`src/rtl/mtmr_pkg.sv`:
```
package mtmr_pkg;
  // Register layout (word addresses)
  localparam int unsigned ADR_RUN       = 0;
  localparam int unsigned ADR_MODE      = 1;
  localparam int unsigned ADR_BUSY      = 2;
  localparam int unsigned ADR_CH_BASE   = 16;
  localparam int unsigned ADR_CH_STRIDE = 8;
  localparam int unsigned OFS_STAT      = 0;
  localparam int unsigned OFS_IE        = 1;
  localparam int unsigned OFS_CAP       = 2;
  localparam int unsigned OFS_MATCH     = 3;

  typedef enum logic [2:0] {
    REG_NONE,
    REG_RUN,
    REG_MODE,
    REG_BUSY,
    REG_STAT,
    REG_IE,
    REG_CAP,
    REG_MATCH
  } reg_kind_e;

  typedef struct packed {
    reg_kind_e  kind;
    logic [7:0] ch;
    logic [7:0] idx;
  } reg_sel_t;
endpackage

```
`src/rtl/mtmr_bus.sv`:
```
module mtmr_bus
  import mtmr_pkg::*;
#(
  parameter int unsigned AW   = 8,
  parameter int unsigned DW   = 32,
  parameter int unsigned NCNT = 3,
  parameter int unsigned NCMP = 3
) (
  input  logic          clk,
  input  logic          rst_n,
  input  logic          bus_valid,
  output logic          bus_ready,
  input  logic          bus_write,
  input  logic [AW-1:0] bus_addr,
  output logic          rd_valid,
  output logic [DW-1:0] rd_data,
  input  logic [DW-1:0] rd_word,
  output reg_sel_t      sel,
  output logic          wr_acc
);
  localparam int unsigned STRIDE_SH = $clog2(ADR_CH_STRIDE);
  localparam int unsigned CH_END    = ADR_CH_BASE + NCNT * ADR_CH_STRIDE;

  logic          ready_q;
  logic          acc;
  logic [AW-1:0] ofs;
  int unsigned   lo_i;

  assign bus_ready = ready_q;
  assign acc       = bus_valid && ready_q;
  assign wr_acc    = acc && bus_write;

  always_ff @(posedge clk) begin
    if (!rst_n) ready_q <= 1'b0;
    else        ready_q <= 1'b1;
  end

  // Address decode
  always_comb begin
    sel  = '{kind: REG_NONE, ch: '0, idx: '0};
    ofs  = bus_addr - AW'(ADR_CH_BASE);
    lo_i = 32'(ofs[STRIDE_SH-1:0]);
    if (bus_addr == AW'(ADR_RUN)) begin
      sel.kind = REG_RUN;
    end else if (bus_addr == AW'(ADR_MODE)) begin
      sel.kind = REG_MODE;
    end else if (bus_addr == AW'(ADR_BUSY)) begin
      sel.kind = REG_BUSY;
    end else if (bus_addr >= AW'(ADR_CH_BASE) && bus_addr < AW'(CH_END)) begin
      sel.ch = 8'(ofs >> STRIDE_SH);
      if (lo_i == OFS_STAT)      sel.kind = REG_STAT;
      else if (lo_i == OFS_IE)   sel.kind = REG_IE;
      else if (lo_i == OFS_CAP)  sel.kind = REG_CAP;
      else if (lo_i >= OFS_MATCH && lo_i < OFS_MATCH + NCMP) begin
        sel.kind = REG_MATCH;
        sel.idx  = 8'(lo_i - OFS_MATCH);
      end
    end
  end

  // Read response
  always_ff @(posedge clk) begin
    if (!rst_n) begin
      rd_valid <= 1'b0;
      rd_data  <= '0;
    end else begin
      rd_valid <= acc && !bus_write;
      if (acc && !bus_write) rd_data <= rd_word;
    end
  end

  AST_READ_LATENCY: assert property (@(posedge clk) disable iff (!rst_n)
    (bus_valid && bus_ready && !bus_write) |=> rd_valid);
  AST_NO_SPURIOUS_READ: assert property (@(posedge clk) disable iff (!rst_n)
    rd_valid |-> $past(bus_valid && bus_ready && !bus_write));
endmodule

```
`src/rtl/mtmr_cmp.sv`:
```
module mtmr_cmp #(
  parameter int unsigned CW = 32
) (
  input  logic          clk,
  input  logic          rst_n,
  input  logic          we,
  input  logic [CW-1:0] wdata,
  input  logic [CW-1:0] count,
  output logic [CW-1:0] value,
  output logic          eq
);
  always_ff @(posedge clk) begin
    if (!rst_n)  value <= '1;
    else if (we) value <= wdata;
  end

  assign eq = (count == value);
endmodule

```
`src/rtl/mtmr_capture.sv`:
```
module mtmr_capture #(
  parameter int unsigned CW = 32
) (
  input  logic          clk,
  input  logic          rst_n,
  input  logic          we,
  input  logic [CW-1:0] count,
  output logic [CW-1:0] value,
  output logic          busy
);
  logic [CW-1:0] snap_q;
  logic          p0_q, p1_q;

  always_ff @(posedge clk) begin
    if (!rst_n) begin
      snap_q <= '0;
      value  <= '0;
      p0_q   <= 1'b0;
      p1_q   <= 1'b0;
    end else begin
      if (we) snap_q <= count;
      p0_q <= we;
      p1_q <= p0_q;
      if (p1_q) value <= snap_q;
    end
  end

  assign busy = p0_q || p1_q;

  AST_BUSY_TWO_CYCLES: assert property (@(posedge clk) disable iff (!rst_n)
    $rose(busy) |=> busy);
  AST_CAPTURE_STABLE_IDLE: assert property (@(posedge clk) disable iff (!rst_n)
    (!busy && !we) |=> $stable(value));
endmodule

```
`src/rtl/mtmr_channel.sv`:
```
module mtmr_channel #(
  parameter int unsigned CW   = 32,
  parameter int unsigned NCMP = 3
) (
  input  logic               clk,
  input  logic               rst_n,
  input  logic               tick,
  input  logic               run,
  input  logic               start,
  input  logic               periodic,
  input  logic               stat_we,
  input  logic               ie_we,
  input  logic               cap_we,
  input  logic [NCMP-1:0]    match_we,
  input  logic [CW-1:0]      wdata,
  output logic [NCMP-1:0]    status,
  output logic [NCMP-1:0]    ie,
  output logic [CW-1:0]      cap_val,
  output logic               busy,
  output logic [NCMP*CW-1:0] match_flat,
  output logic               irq_req
);
  logic [CW-1:0]   count_q, count_d;
  logic [NCMP-1:0] eq, hit, clr;
  logic            adv, reload;

  for (genvar k = 0; k < NCMP; k++) begin : g_cmp
    mtmr_cmp #(.CW(CW)) u_cmp (
      .clk   (clk),
      .rst_n (rst_n),
      .we    (match_we[k]),
      .wdata (wdata),
      .count (count_q),
      .value (match_flat[k*CW +: CW]),
      .eq    (eq[k])
    );
  end

  mtmr_capture #(.CW(CW)) u_cap (
    .clk   (clk),
    .rst_n (rst_n),
    .we    (cap_we),
    .count (count_q),
    .value (cap_val),
    .busy  (busy)
  );

  assign adv    = run && tick && !start;
  assign hit    = adv ? eq : '0;
  assign reload = periodic && hit[0];
  assign clr    = stat_we ? wdata[NCMP-1:0] : '0;

  always_comb begin
    count_d = count_q;
    if (start)    count_d = '0;
    else if (adv) count_d = reload ? '0 : count_q + CW'(1);
  end

  always_ff @(posedge clk) begin
    if (!rst_n) begin
      count_q <= '0;
      status  <= '0;
      ie      <= '0;
    end else begin
      count_q <= count_d;
      status  <= (status & ~clr) | hit;   // a match beats a same-cycle clear
      if (ie_we) ie <= wdata[NCMP-1:0];
    end
  end

  assign irq_req = |(status & ie);

  AST_START_CLEARS: assert property (@(posedge clk) disable iff (!rst_n)
    start |=> (count_q == '0));
  AST_HOLD_NO_TICK: assert property (@(posedge clk) disable iff (!rst_n)
    (!tick && !start) |=> $stable(count_q));
  AST_HOLD_WHEN_OFF: assert property (@(posedge clk) disable iff (!rst_n)
    (!run && !start) |=> $stable(count_q));
  AST_MATCH_SETS_STATUS: assert property (@(posedge clk) disable iff (!rst_n)
    (adv && eq[0]) |=> status[0]);
  AST_PERIODIC_RELOAD: assert property (@(posedge clk) disable iff (!rst_n)
    (adv && periodic && eq[0]) |=> (count_q == '0));
  AST_FREE_WRAP: assert property (@(posedge clk) disable iff (!rst_n)
    (adv && !periodic && (&count_q)) |=> (count_q == '0));
  AST_FREE_NO_RELOAD: assert property (@(posedge clk) disable iff (!rst_n)
    (adv && !periodic && !(&count_q)) |=> (count_q == $past(count_q) + CW'(1)));
  AST_STATUS_STICKY: assert property (@(posedge clk) disable iff (!rst_n)
    1'b1 |=> ((status & $past(status & ~clr)) == $past(status & ~clr)));
endmodule

```
`src/rtl/match_timer.sv`:
```
module match_timer
  import mtmr_pkg::*;
#(
  parameter int unsigned NCNT = 3,
  parameter int unsigned NCMP = 3,
  parameter int unsigned CW   = 32,
  parameter int unsigned AW   = 8,
  parameter int unsigned DW   = 32
) (
  input  logic          clk,
  input  logic          rst_n,
  input  logic          tick,
  input  logic          bus_valid,
  output logic          bus_ready,
  input  logic          bus_write,
  input  logic [AW-1:0] bus_addr,
  input  logic [DW-1:0] bus_wdata,
  output logic          rd_valid,
  output logic [DW-1:0] rd_data,
  output logic          irq
);
  localparam int unsigned CHW = (NCNT > 1) ? $clog2(NCNT) : 1;
  localparam int unsigned CMW = (NCMP > 1) ? $clog2(NCMP) : 1;

  reg_sel_t        sel;
  logic            wr_acc;
  logic [DW-1:0]   rd_word;
  logic [NCNT-1:0] run_q, mode_q, start, busy_v, irq_v, ie_nz, st_nz;
  logic            run_we, mode_we;
  logic [CW-1:0]   wdata_c;

  logic [NCMP-1:0]    stat_a [NCNT];
  logic [NCMP-1:0]    ie_a   [NCNT];
  logic [CW-1:0]      cap_a  [NCNT];
  logic [NCMP*CW-1:0] mflat  [NCNT];
  logic [CW-1:0]      mval   [NCNT][NCMP];

  mtmr_bus #(.AW(AW), .DW(DW), .NCNT(NCNT), .NCMP(NCMP)) u_bus (
    .clk       (clk),
    .rst_n     (rst_n),
    .bus_valid (bus_valid),
    .bus_ready (bus_ready),
    .bus_write (bus_write),
    .bus_addr  (bus_addr),
    .rd_valid  (rd_valid),
    .rd_data   (rd_data),
    .rd_word   (rd_word),
    .sel       (sel),
    .wr_acc    (wr_acc)
  );

  assign wdata_c = CW'(bus_wdata);
  assign run_we  = wr_acc && (sel.kind == REG_RUN);
  assign mode_we = wr_acc && (sel.kind == REG_MODE);
  assign start   = run_we ? (bus_wdata[NCNT-1:0] & ~run_q) : '0;

  always_ff @(posedge clk) begin
    if (!rst_n) begin
      run_q  <= '0;
      mode_q <= '0;
    end else begin
      if (run_we)  run_q  <= bus_wdata[NCNT-1:0];
      if (mode_we) mode_q <= bus_wdata[NCNT-1:0];
    end
  end

  for (genvar c = 0; c < NCNT; c++) begin : g_ch
    logic            ch_hit;
    logic [NCMP-1:0] mwe;

    assign ch_hit = wr_acc && (sel.ch == 8'(c));
    for (genvar k = 0; k < NCMP; k++) begin : g_mwe
      assign mwe[k]     = ch_hit && (sel.kind == REG_MATCH) && (sel.idx == 8'(k));
      assign mval[c][k] = mflat[c][k*CW +: CW];
    end

    mtmr_channel #(.CW(CW), .NCMP(NCMP)) u_chan (
      .clk        (clk),
      .rst_n      (rst_n),
      .tick       (tick),
      .run        (run_q[c]),
      .start      (start[c]),
      .periodic   (mode_q[c]),
      .stat_we    (ch_hit && (sel.kind == REG_STAT)),
      .ie_we      (ch_hit && (sel.kind == REG_IE)),
      .cap_we     (ch_hit && (sel.kind == REG_CAP)),
      .match_we   (mwe),
      .wdata      (wdata_c),
      .status     (stat_a[c]),
      .ie         (ie_a[c]),
      .cap_val    (cap_a[c]),
      .busy       (busy_v[c]),
      .match_flat (mflat[c]),
      .irq_req    (irq_v[c])
    );

    assign ie_nz[c] = |ie_a[c];
    assign st_nz[c] = |stat_a[c];
  end

  // Read mux
  always_comb begin
    rd_word = '0;
    unique case (sel.kind)
      REG_RUN:   rd_word[NCNT-1:0] = run_q;
      REG_MODE:  rd_word[NCNT-1:0] = mode_q;
      REG_BUSY:  rd_word[NCNT-1:0] = busy_v;
      REG_STAT:  rd_word[NCMP-1:0] = stat_a[sel.ch[CHW-1:0]];
      REG_IE:    rd_word[NCMP-1:0] = ie_a[sel.ch[CHW-1:0]];
      REG_CAP:   rd_word = DW'(cap_a[sel.ch[CHW-1:0]]);
      REG_MATCH: rd_word = DW'(mval[sel.ch[CHW-1:0]][sel.idx[CMW-1:0]]);
      default:   rd_word = '0;
    endcase
  end

  assign irq = |irq_v;

  AST_IRQ_MASKED: assert property (@(posedge clk) disable iff (!rst_n)
    (ie_nz == '0) |-> !irq);
  AST_IRQ_NEEDS_STATUS: assert property (@(posedge clk) disable iff (!rst_n)
    irq |-> (st_nz != '0));
endmodule

```
`config.mk`:
```
export PLATFORM = sky130hd
export DESIGN_NAME = match_timer
export DESIGN_NICKNAME = d
export VERILOG_FILES = /design/src/rtl/mtmr_pkg.sv /design/src/rtl/mtmr_bus.sv /design/src/rtl/mtmr_cmp.sv /design/src/rtl/mtmr_capture.sv /design/src/rtl/mtmr_channel.sv /design/src/rtl/match_timer.sv
export SDC_FILE = /design/constraint.sdc
export NUM_CORES = 2
export LEC_CHECK = 0
export BUFFER_PORTS_ARGS = -buffer_cell sky130_fd_sc_hd__buf_2
export CORE_MARGIN = 8
export CORE_UTILIZATION = 31
export CTS_BUF_LIST = sky130_fd_sc_hd__clkbuf_16
export DETAILED_ROUTE_END_ITERATION = 12
export PLACE_DENSITY_LB_ADDON = 0.08
export RECOVER_POWER = 100
export SYNTH_ARGS = -nofsm -noshare
export SYNTH_HDL_FRONTEND = slang
export SYNTH_SLANG_ARGS = --single-unit
```
`constraint.sdc`:
```
create_clock -name clk -period 5 [get_ports clk]
set_clock_uncertainty 0.2 [all_clocks]
set_input_delay 0.5 -clock clk [delete_from_list [all_inputs] [get_ports clk]]
set_output_delay 0.5 -clock clk [all_outputs]
set_load 0.01 [all_outputs]
```
; Yosys cells after proc, flatten, opt, wreduce, memory -nomap -nowiden
; Cells that the tools add are included.
; Widths: inputs -> output; s select.
[word_totals]
latchBits = 0
wordCells = 185
input_bits = 45
mem_bits_rw = 0
register_bits = 640
n_memories = 0
rom_bits = 0
[op_classes]
add_sub_neg = 5
n_reduce_logical = 55
div_mod_pow = 0
bitwise_logic = 17
order_cmp = 6
mux = 43
mul = 0
n_shift = 0
eq_ne = 24
[op_table]
columns = cell, n
row1 = $eq 32x32->1, 9
row2 = $mux 32, 7
row3 = $bmux 96 s2, 1
row4 = $mux 96, 2
row5 = $bmux 32 s2, 2
row6 = $add 32x1->32 const B, 3
row7 = $pmux 29 s2, 1
row8 = $mux 3, 18
row9 = $mux 16, 3
row10 = $logic_and 1x1->1, 40
row11 = $mux 8, 4
row12 = $eq 8x1->1 const B, 3
row13 = $eq 8x2->1 const B, 3
row14 = $logic_not 8->1, 3
row15 = $and 3x3->3, 7
row16 = $pmux 3 s7, 1
row17 = $mux 19, 1
row18 = $bmux 3 s2, 2
row19 = $eq 3x3->1 const B, 4
row20 = $not 3->3, 4
row21 = $eq 3x2->1 const B, 3
row22 = $or 3x3->3, 3
row23 = $reduce_or 9->1, 1
row24 = $ge 8x5->1 const B, 1
row25 = other kinds (14), 24

; Logic depth before layout (Yosys ltp)
[logic_depth]
word_depth = 19
depth_mapped = 14

; Cells and area by module
; A second synthesis with hierarchy kept.
[unflattened]
hier_cells = 3329
hier_area_um2 = 32175.9
[by_module_without_submodules]
columns = module, seq_area_each_um2, area_each_um2, cells_each, n_inst
row1 = mtmr_cmp, 640.6, 1466.4, 146, 9
row2 = mtmr_capture, 1321.3, 2556.2, 212, 3
row3 = mtmr_channel, 760.7, 1806.7, 207, 3
row4 = match_timer, 120.1, 4237.8, 557, 1
row5 = mtmr_bus, 680.7, 1651.6, 201, 1

; Worst setup path before layout
; No wires, ideal clock.
[synth_timing]
path_kind = input -> register
start = in bus_addr[4]
end = reg g_ch[2].u_chan.ie[0]
t_required_ps = 4672
path_stages = 11
setup_slack_ps = 1186
arrival_time_ps = 3486
setup_time_ps = 128
cell_sequence = clkbuf_1 > inv_1 > ha_1 > a2111oi_0 > o211ai_1 > nor4_1 > o211ai_1 > or4_1 > buf_2 > mux2i_1 > nor2_1
[synth_via]
elab_chain_len = 9
word_cells_on_any_way = 18
classes_between = 1 x add/sub / 2 x order compare / 4 x eq/ne / 7 x mux / 4 x reduce/logical
[synth_lines]
columns = item, line_no
row1 = "start, declared", match_timer.sv:16  ; input logic [AW-1:0] bus_addr,
row2 = $ge 8x5->1 or $lt 8x6->1 (tied branches), mtmr_bus.sv:49  ; end else if (bus_addr >= AW'(ADR_CH_BASE) && bus_addr < AW'(CH_END)) begin
row3 = $logic_and 1x1->1, mtmr_bus.sv:49
row4 = $mux 19, mtmr_bus.sv:49
row5 = $mux 16, mtmr_bus.sv:47  ; end else if (bus_addr == AW'(ADR_BUSY)) begin
row6 = $mux 16, mtmr_bus.sv:45  ; end else if (bus_addr == AW'(ADR_MODE)) begin
row7 = $mux 16, mtmr_bus.sv:43  ; if (bus_addr == AW'(ADR_RUN)) begin
row8 = $eq 8x2->1, match_timer.sv:71  ; assign ch_hit = wr_acc && (sel.ch == 8'(c));
row9 = $logic_and 1x1->1, match_timer.sv:71
row10 = $logic_and 1x1->1 (*), match_timer.sv:85  ; .ie_we (ch_hit && (sel.kind == REG_IE)),
row11 = "end signal, assigned", mtmr_channel.sv:67  ; if (ie_we) ie <= wdata[NCMP-1:0];
row12 = "end, declared", mtmr_channel.sv:17  ; output logic [NCMP-1:0] ie,
; Mark *: on every way between the ends. The rest lies on a longest branch, timed or not.
; A chain may end at the register's enable or synchronous reset.

; Worst setup path after layout
[layout_timing]
start = in bus_addr[4]
end = reg u_bus.rd_data[20]
[layout_via]
elab_chain_len = 14
word_cells_on_any_way = 28
classes_between = 1 x add/sub / 2 x order compare / 4 x eq/ne / 17 x mux / 2 x bitwise / 2 x reduce/logical
[layout_lines]
columns = item, line_no
row1 = $ge 8x5->1 or $lt 8x6->1 (tied branches), mtmr_bus.sv:49
row2 = $logic_and 1x1->1, mtmr_bus.sv:49
row3 = $mux 19, mtmr_bus.sv:49
row4 = $mux 16, mtmr_bus.sv:47
row5 = $mux 16, mtmr_bus.sv:45
row6 = $mux 16, mtmr_bus.sv:43
row7 = $not 2->3 (not written as such), "match_timer.sv:110, match_timer.sv:111"
row8 = $bmux 96 s2, match_timer.sv:111  ; REG_MATCH: rd_word = DW'(mval[sel.ch[CHW-1:0]][sel.idx[CMW-1:0]]);
row9 = $mux 96 (not written as such) (2 in series), match_timer.sv:111
row10 = $bmux 32 s2, match_timer.sv:111
row11 = $mux 32 (not written as such) (2 in series), match_timer.sv:111
row12 = $pmux 29 s2 (*), match_timer.sv:104  ; unique case (sel.kind)
row13 = "end signal, assigned", mtmr_bus.sv:68  ; if (acc && !bus_write) rd_data <= rd_word;
row14 = "end, declared", mtmr_bus.sv:16  ; output logic [DW-1:0] rd_data,
; Mark *: on every way between the ends. The rest lies on a longest branch, timed or not. The select of a mux whose other input is x is not followed.

==> flow_summary.toml <==
[run_status]
status = "finished, violations left"
violations = "max-capacitance violations, max-slew violations"

[sta]
fmax_ghz = 0.2288
finalMaxSlewViolations = 133
rsz0062_at_grt = "no"
slew_headroom_pct = -96.71
finalHoldViolCount = 0
fin_crit_ns = 4.371
min_period_over_period_pct = 87.42
tns_ns = 0
worstMarginPinSlew_ns = 2.951
setup_viol = 0

[global_routing]
antenna_found_initial = 7
grt.total_usage_pct = 29.75
grt_pass1_vias = 27820
grt_pass1_wl_um = 230900
overflow = 0
grt_max_degree = 214

[clock_network]
cts_tree = "yes"
path_clk_slew_ns = 0.06
h-tree-depth = 3
cts_resized = 0
clock_sink_count = 640
cts_max_path_buffers = 3
cts.root.buffer_cell = "clkbuf_16"
numCtsBuffers = 78
clk_latency_ns = 0.66

[drt]
drt_iter0_drc = 4015
wl_per_cell_um = 32.96
wl_um = 167300
vias = 29720
via_per_inst = 5.857
firstDrtPassIters = 10
drcViolationCount = 0
ant_nets = 0

[setup_path]
crit_cells = 13
cp_num_buf_inv = 5
slowest_stage = "nor4b_4"
cp_max_fo = 17
timing.rr.start = "g_ch[2].u_chan.count_q[20]"
crit_family = "compound AO/OA/AOI/OAI gates"
regToRegSetupSlack_ns = 1.24
critPathCaptureType = "register"
path_cells = "buf_2, inv_1, ha_1, a2111oi_0, clkbuf_1, o21ai_1, nor4b_4, buf_4, buf_12, a22oi_1, nand3_1, o311ai_0, a21oi_1"
cp.required_ns = 5.38
reg2regPathDepth = 8
cp-start-kind = "primary input"
r2r-end = "g_ch[2].u_chan.count_q[28]"
worstSetupPathType = "primary input to register"
critPathMaxStageDelay_ns = 1.23
cp.arrival_ns = 4.75

[power_and_ir_drop]
power.density_mw_per_mm2 = 314.8
ir_drop_v = 0.0002109
p_leak_uw = 0.01231

[placement]
dp.cells = 4938
portBuffers = 79
place_hpwl_um = 119300
gp_congestion = 1.006

[yosys]
synthArstFlopShare_pct = 0
synthFlopType = "dfxtp_1"
synth_xor_area_share_pct = 10.65
yosys_warnings = 0
syn_avg_cell_area_sq_um = 8.008
synthSimpleGateAreaFrac_pct = 24.71
ys_ff_latch = 640
syn-num-nets = 3887
synth_compound_area_share_pct = 13.31
synth_mux_area_share_pct = 3.556
ys_seq_area_share_pct = 41.76
synth_top_family_by_area = "simple AND/OR/NAND/NOR gates"
synthAdderAreaFrac_pct = 0.4486
synth_cells = 3831
synth.distinct_cells = 69
syn_area_sq_mm = 0.03068
synth-edff-count = 0

[die]
die_y_um = 330.6
dieArea_sq_mm = 0.1093
chipWidth_um = 330.6
start_util_pct = 31.22
ios = 80
core-area_sq_mm = 0.09828
rows = 115

[final_layout]
area_delta_synth_final_pct = 12.86
fillers = 10450
fin_cells = 5075
nets = 3790
drive_gt1_share_pct = 8.344
fin_util_pct = 35.23

[job]
max_cap_viol_count = 2

[min_path]
hp-start = "bus_wdata[30]"
min_to = "g_ch[0].u_chan.g_cmp[2].u_cmp.value[30]"
whs_path_depth = 3
worst_hold_path_type = "primary input to register"
-- worst max-delay path by stage --
stage | from | endpoint | slack [ns]
6_report | bus_addr[4] | u_bus.rd_data[20] | 0.63
5_1_grt | bus_addr[4] | g_ch[1].u_chan.count_q[23] | 0.45
4_1_cts | bus_addr[4] | u_bus.rd_data[24] | 1.11
3_5_place_dp | bus_addr[4] | u_bus.rd_data[24] | 0.45
3_3_place_gp | bus_addr[4] | u_bus.rd_data[11] | 0.41
2_1_floorplan | bus_addr[4] | g_ch[2].u_chan.ie[0] | 1.19
-- cells by family after synthesis --
family          after synthesis
compound gates              627
buf+inv                     427
xor+xnor                    373
fa+ha+maj                    11
simple gates               1644
mux                         109
flops                       640
-- flip-flops by register name, summed over array words and instances, names as in the netlist, 9 cells and up --
name,count
g_ch.u_chan.status,9
g_ch.u_chan.ie,9
g_ch.u_chan.g_cmp.u_cmp.value,288
u_bus.rd_data,32
g_ch.u_chan.u_cap.value,96
g_ch.u_chan.u_cap.snap_q,96
g_ch.u_chan.count_q,96
-- layout make-up --
cell class / instances / area (sq um) / share of cell area, %
inverters: 24 / 95.09 / 0.2746
repair buffers: 226 / 1592 / 4.596
diodes: 1 / 2.502 / 0.007227
well taps: 1287 / 1610 / 4.651
clock inverters: 53 / 262.8 / 0.7588
clock buffers: 80 / 2002 / 5.782
flip-flops and latches: 640 / 12820 / 37.01
multi-input cells: 2764 / 16250 / 46.92
-- layout by cell type (no fill, tap or decap), types with 11 or more instances in the layout --
cell       count
nand4_1       63
nand2_1      572
o22ai_1       40
buf_12        13
nor4_1        73
o211ai_1      18
inv_1         46
a22oi_1       28
o311ai_0      12
nor3_1        46
xnor2_1       90
ha_1          11
a31oi_1       21
clkbuf_16     80
xor2_1       283
clkinv_1      17
a2bb2oi_1     14
nand3_1      532
o2111ai_1     18
and3_1        19
o21ai_0      166
dfxtp_1      637
clkbuf_1      38
mux2i_1      109
a21oi_1      176
nor2_1       269
o21a_1        20
a222oi_1      45
buf_2         43
buf_4        119
-- layer usage --
layer | track usage [%] | vias to the layer above | share of wire [%]
met5 | 0 | - | 0
met4 | 14.53 | 0 | 5.9
met3 | 6.557 | 357 | 8.6
met2 | 45.18 | 1463 | 43
met1 | 39.70 | 14750 | 42
li1 | - | 13150 | -
-- stage by stage --
step | setup slack, ns | hold slack, ns | power [uW] | area [sq um]
final | 0.6292 | 0.08294 | 10900 | 34630
after detailed placement | 0.4475 | 0.2472 | 5732 | 32460
after global placement | 0.4144 | 0.2452 | 5735 | 32460
after CTS | 1.107 | 0.02571 | 10990 | 34760
after global routing | 0.4544 | 0.05249 | 11200 | 34630
after floorplan | 1.186 | 0.2241 | 5486 | 30680
-- worst reg2reg max path, delay by kind of cell (launching register included) --
family	cells	cell delay, ns
simple gates	6	2.30
xor+xnor	1	0.14
buf+inv	1	0.35
flops	1	0.65
-- timing repair --
action,CTS,global route
hold buffers,3,0
hold endpoints to repair,3,0
setup buffers,0,0
-- Yosys cell counts (all sizes together), types with 65 or more instances --
| cell | count | area share [%] |
|---|---|---|
| nor2 | 270 | 3.3 |
| xor2 | 283 | 8.1 |
| mux2i | 109 | 3.6 |
| xnor2 | 90 | 2.6 |
| nand2 | 573 | 7.0 |
| a21oi | 176 | 2.9 |
| nor4 | 79 | 1.7 |
| dfxtp | 640 | 42 |
| o21ai | 171 | 2.8 |
| nand3 | 533 | 8.7 |
| buf | 81 | 1.3 |
| nand4 | 65 | 1.4 |
| clkbuf | 322 | 3.9 |
-- power breakdown --
part           internal (uW)  switching (uW)
Clock                   2920            2350
Combinational           95.6             400
Sequential              5110            18.7
Note: power is estimated with default switching activity, not from simulation.
